**src/rtl/dbg_cmd_pkg.sv**
```systemverilog
package dbg_cmd_pkg;
  localparam int BYTE_W = 8;
  localparam int CODE_W = 4;
  localparam int CNT_W  = 3;

  typedef enum logic [CODE_W-1:0] {
    OP_RETURN = 4'd0,
    OP_STEP   = 4'd1,
    OP_REGMAP = 4'd2,
    OP_STACK  = 4'd3,
    OP_REG_RD = 4'd4,
    OP_REG_WR = 4'd5,
    OP_MEM_RD = 4'd6,
    OP_MEM_WR = 4'd7,
    OP_UNLOCK = 4'd8
  } dbg_op_e;

  localparam logic [1:0] STAT_IDLE = 2'b01;
  localparam logic [1:0] STAT_BUSY = 2'b10;

  // a byte names an operation when its upper nibble is clear and the code is in range
  function automatic logic op_known(input logic [BYTE_W-1:0] b);
    return (b[BYTE_W-1:CODE_W] == '0) && (b[CODE_W-1:0] <= OP_UNLOCK);
  endfunction

  // parameter bytes that follow each operation code
  function automatic logic [CNT_W-1:0] op_arg_count(input logic [CODE_W-1:0] c);
    case (c)
      OP_REG_RD: return 3'd1;
      OP_REG_WR: return 3'd3;
      OP_MEM_RD: return 3'd2;
      OP_MEM_WR: return 3'd3;
      OP_UNLOCK: return 3'd4;
      default:   return 3'd0;
    endcase
  endfunction

  // everything except step and return goes to the service routine
  function automatic logic op_is_rom(input logic [CODE_W-1:0] c);
    return c >= OP_REGMAP;
  endfunction
endpackage

```
**src/rtl/dbg_cmd_decode.sv**
```systemverilog
module dbg_cmd_decode
  import dbg_cmd_pkg::*;
(
  input  logic [BYTE_W-1:0] byte_i,
  output logic              known_o,
  output logic [CODE_W-1:0] code_o,
  output logic [CNT_W-1:0]  nargs_o,
  output logic              rom_o
);
  always_comb begin
    known_o = op_known(byte_i);
    code_o  = byte_i[CODE_W-1:0];
    nargs_o = op_arg_count(byte_i[CODE_W-1:0]);
    rom_o   = op_is_rom(byte_i[CODE_W-1:0]);
  end
endmodule

```
**src/rtl/dbg_arg_counter.sv**
```systemverilog
module dbg_arg_counter #(
  parameter int CNT_W = 3
) (
  input  logic             clk,
  input  logic             rst_n,
  input  logic             load_i,
  input  logic [CNT_W-1:0] target_i,
  input  logic             adv_i,
  output logic [CNT_W-1:0] idx_o,
  output logic             last_o
);
  logic [CNT_W-1:0] target_q;

  always_ff @(posedge clk or negedge rst_n) begin
    if (!rst_n) begin
      target_q <= '0;
      idx_o    <= '0;
    end else if (load_i) begin
      target_q <= target_i;
      idx_o    <= '0;
    end else if (adv_i) begin
      idx_o    <= idx_o + 1'b1;
    end
  end

  assign last_o = (idx_o == target_q - 1'b1);
endmodule

```
**src/rtl/dbg_cmd_rx.sv**
```systemverilog
module dbg_cmd_rx
  import dbg_cmd_pkg::*;
#(
  parameter int              VEC_W       = 16,
  parameter logic [VEC_W-1:0] SERVICE_VEC = 16'h8010
) (
  input  logic              clk,
  input  logic              rst_n,
  input  logic              byte_valid_i,
  input  logic [7:0]        byte_i,
  input  logic              rom_done_i,
  output logic [1:0]        status_o,
  output logic [3:0]        cmd_code_o,
  output logic              rom_en_o,
  output logic              jump_req_o,
  output logic [VEC_W-1:0]  jump_addr_o,
  output logic              step_o,
  output logic              resume_o,
  output logic              arg_valid_o,
  output logic [2:0]        arg_idx_o,
  output logic [7:0]        arg_data_o
);
  typedef enum logic [1:0] {S_IDLE, S_COLLECT, S_BUSY} rx_state_e;
  rx_state_e state_q;

  logic              dec_known, dec_rom;
  logic [CODE_W-1:0] dec_code, pend_code_q;
  logic [CNT_W-1:0]  dec_nargs, cnt_idx;
  logic              cnt_last;

  // named events
  logic byte_take, cmd_ev, arg_ev, collect_ev, launch_ev, step_ev, resume_ev, done_ev;

  dbg_cmd_decode u_dec (
    .byte_i  (byte_i),
    .known_o (dec_known),
    .code_o  (dec_code),
    .nargs_o (dec_nargs),
    .rom_o   (dec_rom)
  );

  dbg_arg_counter #(.CNT_W(CNT_W)) u_cnt (
    .clk      (clk),
    .rst_n    (rst_n),
    .load_i   (collect_ev),
    .target_i (dec_nargs),
    .adv_i    (arg_ev),
    .idx_o    (cnt_idx),
    .last_o   (cnt_last)
  );

  always_comb begin
    byte_take  = byte_valid_i && (state_q != S_BUSY);
    cmd_ev     = byte_take && (state_q == S_IDLE) && dec_known;
    arg_ev     = byte_take && (state_q == S_COLLECT);
    collect_ev = cmd_ev && (dec_nargs != '0);
    launch_ev  = (cmd_ev && dec_rom && (dec_nargs == '0)) || (arg_ev && cnt_last);
    step_ev    = cmd_ev && (dec_code == OP_STEP);
    resume_ev  = cmd_ev && (dec_code == OP_RETURN);
    done_ev    = (state_q == S_BUSY) && rom_done_i;
  end

  always_ff @(posedge clk or negedge rst_n) begin
    if (!rst_n) begin
      state_q     <= S_IDLE;
      pend_code_q <= '0;
      cmd_code_o  <= '0;
      rom_en_o    <= 1'b0;
      jump_req_o  <= 1'b0;
      step_o      <= 1'b0;
      resume_o    <= 1'b0;
      arg_valid_o <= 1'b0;
      arg_idx_o   <= '0;
      arg_data_o  <= '0;
    end else begin
      jump_req_o  <= launch_ev;
      step_o      <= step_ev;
      resume_o    <= resume_ev;
      arg_valid_o <= arg_ev;
      if (arg_ev) begin
        arg_idx_o  <= cnt_idx;
        arg_data_o <= byte_i;
      end
      if (collect_ev) pend_code_q <= dec_code;
      if (launch_ev) begin
        cmd_code_o <= (state_q == S_IDLE) ? dec_code : pend_code_q;
        rom_en_o   <= 1'b1;
        state_q    <= S_BUSY;
      end else if (collect_ev) begin
        state_q    <= S_COLLECT;
      end else if (done_ev) begin
        state_q    <= S_IDLE;
      end
    end
  end

  assign status_o    = (state_q == S_BUSY) ? STAT_BUSY : STAT_IDLE;
  assign jump_addr_o = SERVICE_VEC;
endmodule

```
**config.mk**
```make
export PLATFORM = sky130hd
export DESIGN_NAME = dbg_cmd_rx
export DESIGN_NICKNAME = d
export VERILOG_FILES = /design/src/rtl/dbg_cmd_pkg.sv /design/src/rtl/dbg_cmd_decode.sv /design/src/rtl/dbg_arg_counter.sv /design/src/rtl/dbg_cmd_rx.sv
export SDC_FILE = /design/constraint.sdc
export NUM_CORES = 1
export LEC_CHECK = 0
export BUFFER_PORTS_ARGS = -buffer_cell sky130_fd_sc_hd__buf_2
export CORE_MARGIN = 4
export CORE_UTILIZATION = 50
export CTS_BUF_LIST = sky130_fd_sc_hd__clkbuf_8 sky130_fd_sc_hd__clkbuf_16
export CTS_CLUSTER_SIZE = 30
export DETAILED_ROUTE_END_ITERATION = 10
export GPL_ROUTABILITY_DRIVEN = 0
export PLACE_DENSITY = 0.87
export SKIP_LAST_GASP = 1
export SYNTH_ARGS = -nofsm -noshare
export SYNTH_HDL_FRONTEND = slang
export SYNTH_SLANG_ARGS = --single-unit
```
**constraint.sdc**
```tcl
create_clock -name clk -period 4.9 [get_ports clk]
set_input_delay 0.245 -clock clk [delete_from_list [all_inputs] [get_ports clk]]
set_output_delay 0.245 -clock clk [all_outputs]
set_load 0.005 [all_outputs]
```
# Word-level counts from Yosys, hierarchy flattened
# Index checks and enable logic that the tools add are counted.
# totals
regBits,32
wordCells,55
# classes
n_addsub,2
order_cmp,2
eq_ne,10
muxes,8
reduce_logical,21
# op_table
op,n
4-bit by 3-bit equality test with 1-bit output (second input constant),4
1-bit logical AND,12
3-bit one-hot mux with 4 select lines,1
4-bit zero test,2
2-bit 2-to-1 mux,4
3-bit 2-to-1 mux,2
3-bit nonzero test,2
4-bit by 1-bit equality test with 1-bit output (second input constant),1
4-bit equality test (second input constant),1
4-bit by 2-bit greater-or-equal comparator with 1-bit output (second input constant),1
4-bit <= comparator (second input constant),1
4-bit 2-to-1 mux,1
3-bit by 1-bit adder with 3-bit output (second input constant),1
3-bit equality test,1
3-bit zero test,1
3-bit by 1-bit subtractor with 3-bit output (second input constant),1
2-bit by 1-bit equality test with 1-bit output (second input constant),1
2-bit equality test (second input constant),1
2-bit zero test,1
2-bit inequality test (second input constant),1
2-bit nonzero test,1
2-bit OR reduction,1
1-bit logical OR,1

# Depth between registers and ports, before layout
# depth
depth_word,8
mapped_depth,7
ltp_nobuf,6

# Cells and area by module
# From an unflattened synthesis, not the netlist that was laid out.
# unflattened
cells_unflattened,149
area_unflattened_um2,1615.3
# modules_own_cells
mod,instances,cells_each,area_each_um2
dbg_cmd_rx,1,108,1198.6
dbg_arg_counter,1,27,316.6
dbg_cmd_decode,1,14,100.1

# Worst setup path before layout
# OpenSTA, ideal clock, no wires.
# synth_path
kind,register to register
start,reg u_cnt.target_q[0]
end,reg cmd_code_o[0]
setup_ps,125
t_arrival_ps,1599
setup_slack_ps,3176
path_stages_with_launch,8
n_path_buf,1
synth_period_minus_slack_ps,1724
path_cell_list,dfrtp_1 inv_1 ha_1 xnor2_1 nor4_1 a31o_1 buf_6 mux2_4
# synth_between
elab_chain_len,4
# synth_lines
element,line,rtl
from (decl),dbg_arg_counter.sv:12,logic [CNT_W-1:0] target_q;
from (signal assigned),dbg_arg_counter.sv:19,target_q <= target_i;
3-bit by 1-bit subtractor with 3-bit output,dbg_arg_counter.sv:26,assign last_o = (idx_o == target_q - 1'b1);
3-bit equality test,dbg_arg_counter.sv:26,
1-bit logical AND,dbg_cmd_rx.sv:57,launch_ev = (cmd_ev && dec_rom && (dec_nargs == '0)) || (arg_ev && cnt_last);
1-bit logical OR,dbg_cmd_rx.sv:57,
net launch_ev,dbg_cmd_rx.sv:32,"logic byte_take, cmd_ev, arg_ev, collect_ev, launch_ev, step_ev, resume_ev, done_ev;"
to (signal assigned),dbg_cmd_rx.sv:86,cmd_code_o <= (state_q == S_IDLE) ? dec_code : pend_code_q;
to (decl),dbg_cmd_rx.sv:13,"output logic [3:0] cmd_code_o,"
# The timed path passes the listed nets, and every way through them passes these cells.
# A chain may end at the register's enable or synchronous reset.

# Final worst setup path
# layout_path
start,reg state_q[1]
end,reg cmd_code_o[1]
# layout_between
elab_chain_len,7
word_cells_on_any_way,12
# layout_lines
element,line,rtl
from (decl),dbg_cmd_rx.sv:24,rx_state_e state_q;
from (signal assigned),dbg_cmd_rx.sv:65,state_q <= S_IDLE;
from (signal assigned),dbg_cmd_rx.sv:88,state_q <= S_BUSY;
from (signal assigned),dbg_cmd_rx.sv:90,state_q <= S_COLLECT;
2-bit inequality test,dbg_cmd_rx.sv:53,byte_take = byte_valid_i && (state_q != S_BUSY);
1-bit logical AND,dbg_cmd_rx.sv:53,
1-bit logical AND (2 in series),dbg_cmd_rx.sv:54,cmd_ev = byte_take && (state_q == S_IDLE) && dec_known;
1-bit logical AND (2 in series),dbg_cmd_rx.sv:57,
1-bit logical OR,dbg_cmd_rx.sv:57,
# Several ways; a longest one is shown, not always the timed one.

==> reports/metrics.cfg <==
[outcome]
status = finished clean

[power]
switching_power_w = 0.000272
vdd_ir_drop_max_mv = 0.295
p_leak_nw = 0.978
p_int_w = 0.000611
power_density_nw_per_um2 = 489
netSwitchingFraction_pct = 30.9
pwr-share-comb_pct = 29.9
power.share.clock_pct = 24.5
p_seq_share_pct = 45.5

[sta]
final-hold-violation-count = 0
tns_ps = 0
fin_ws_ps = 2810
maxSlewHeadroom_pct = 53.5
period_minus_slack_ps = 2090
finalSetupViolations = 0
rsz0062_at_grt = no
fmax_mhz = 479
fin_skew_ps = 6.75
maxSlewViolCount = 0
worst_pin_slew_ps = 698
min_period_over_period_pct = 42.6

[die]
io_pins = 50
start_util_pct = 52.5
die_x_um = 64.6
dieArea_um2 = 4180
die_h_um = 64.6
coreArea_um2 = 3050
row_count = 20

[drt]
drt-met1-wl_um = 1350
avgRoutedWirePerCell_um = 12.6
dr_wl_met3_um = 252
maxUsedRoutingLayer = met4
drt_pre_antenna_iters = 5
antenna_left = 0
drtIter0Drc = 82
routed_wl_um = 2900
avgViaCountPerCell = 4.68
route.detailed.drc = 0
vias = 1081
dr_wl_met2_um = 1270

[critical_path]
cp_max_fo = 15
reg2regPathDepth = 4
cp-end-kind = flop
cp_data_arrival_time_ps = 2250
required_ps = 5070
timing.rr.start = state_q[1]
rrSetupSlack_ps = 2810
path_class = flop to flop
start_kind = flop
reg2reg_to = cmd_code_o[1]

[synthesis]
synth_area_leaders = dfrtp_1 (50%), nand2_1 (8.2%), buf_4 (7.5%)
synth_top_area_share_pct = 50.0
synth_fa_ha_area_share_pct = 1.56
synth_warnings = 0
synth_compound_area_share_pct = 7.10
synth_area_per_cell_um2 = 10.2
synth_cells = 157
synth-xor-area-share_pct = 3.67
ys_seq_elements = 32
ys_types = 41
synth_top_cell_by_area = dfrtp_1
synthSimpleGateAreaFrac_pct = 17.0
synth_seq_area_share_pct = 50.0
synth_top_family_by_area = simple AND/OR/NAND/NOR gates
synth_area_um2 = 1600
synthMuxAreaShare_pct = 8.59

[cts]
cts_tree = done
cts_hold_repair.buffers = 0
post-cts-setup-buffers = 0
h-tree-depth = 2
clockBufferDepth = 2
clk_latency_ps = 290
clk_pin_slew_ps = 70
cts.sinks = 32
cts_root_buffer = clkbuf_8
cts_buffers = 5
cts-resized-gates = 0

[finish]
final_common_cell = nand2_1
final_cell_mix = nand2_1 (35), buf_2 (33), dfrtp_1 (32)
fillers = 278
fin_nets = 201
area_delta_synth_final_pct = 12.6
post-route-cell-area_um2 = 1800
layout-drive-gt1-share_pct = 27.3
final_util_pct = 59.1
antenna_cells = 0

[hold_path]
hold_path.class = input pin to async pin

[grt]
grt_pass1_wl_um = 4780
grt_antenna_before_repair = 0
grt_max_degree = 33
grt_pass1_vias = 1023
track_usage_pct = 14.9
overflow = 0

[placement]
io_buffers = 33
pre_cts_ws_ps = 2830
detailed_place.area_um2 = 1710
hpwl_um = 2130

[run]
max-cap-violations = 0

registers in the layout, summed over array words and instances, names as in the netlist, 2 cells and up:
signal / flops
cmd_code_o: 4
u_cnt.target_q: 3
arg_idx_o: 3
u_cnt.idx_o: 3
arg_data_o: 8
state_q: 2
pend_code_q: 4
layout make-up:
type	count	area (um2)	share of cell area (%)
clock buffers	7	96.3	5.34
inverters	5	18.8	1.04
multi-input cells	110	668	37.0
flip-flops and latches	32	801	44.4
well taps	44	55.1	3.05
repair buffers	33	165	9.15
worst max-delay path: stages (launching register included):
cell and delay (ps):
dfrtp_1 410, nand3b_1 460, nor4_1 390, a31o_1 370
mux2_4 340
how the worst max path moves through the flow:
| stage | from | to | slack (ps) | depth (start not counted) |
|---|---|---|---|---|
| global placement | state_q[1] | cmd_code_o[3] | 2870 | 4 |
| CTS | state_q[1] | cmd_code_o[1] | 2810 | 4 |
| global route | state_q[1] | cmd_code_o[1] | 2690 | 4 |
| finish | state_q[1] | cmd_code_o[1] | 2810 | 4 |
| floorplan | u_cnt.target_q[0] | cmd_code_o[0] | 3180 | 7 |
| detailed placement | state_q[1] | cmd_code_o[1] | 2830 | 4 |
kinds of logic (layout without fill, tap and decap cells):
group / after synthesis / in the layout
adders and majority gates: 2 / 2
other: 2 / 16
muxes: 11 / 11
and+or+nand+nor: 59 / 59
AOI/OAI and AO/OA: 17 / 17
buffers and inverters: 29 / 45
xor gates and xnor gates: 5 / 5
DFF: 32 / 32
power groups by stage:
stage	clock, W	sequential (W)	combinational [W]
4_1_cts	0.000220	0.000403	0.000268
5_1_grt	0.000233	0.000415	0.000298
3_5_place_dp	0	0.000407	0.000267
6_report	0.000217	0.000402	0.000264
3_3_place_gp	0	0.000403	0.000259
2_1_floorplan	0	0.000404	0.000176
metrics by stage:
| step | cells | hold slack (ps) | total power (W) |
|---|---|---|---|
| 2_1_floorplan | 171 | -50.6 | 0.000580 |
| 3_3_place_gp | 224 | 317 | 0.000662 |
| 3_5_place_dp | 224 | 329 | 0.000673 |
| 4_1_cts | 231 | 17.3 | 0.000892 |
| 5_1_grt | 231 | 58.8 | 0.000946 |
| 6_report | 231 | 2.02 | 0.000883 |
layer usage:
metal,global-route usage [%],vias up
li1,-,540
met1,19.9,486
met2,22.8,53
met3,5.72,2
met4,3.96,0
met5,0,-
cells in the mapped netlist (all sizes together):
library cell / number
a21o: 2
a21oi: 6
a22o: 1
a31o: 1
a31oi: 2
and2: 2
and2b: 1
and4b: 1
buf: 21
clkbuf: 3
conb: 2
dfrtp: 32
ha: 2
inv: 5
mux2: 10
mux2i: 1
nand2: 35
nand2b: 2
nand3: 1
nand3b: 1
nand4: 1
nor2: 7
nor2b: 1
nor3: 3
nor4: 2
o21ai: 1
o21ba: 1
o22ai: 1
o2bb2ai: 1
o41ai: 1
or2: 1
or3: 1
xnor2: 3
xor2: 1
xor3: 1
No activity file was read; power rests on OpenSTA's default activity.
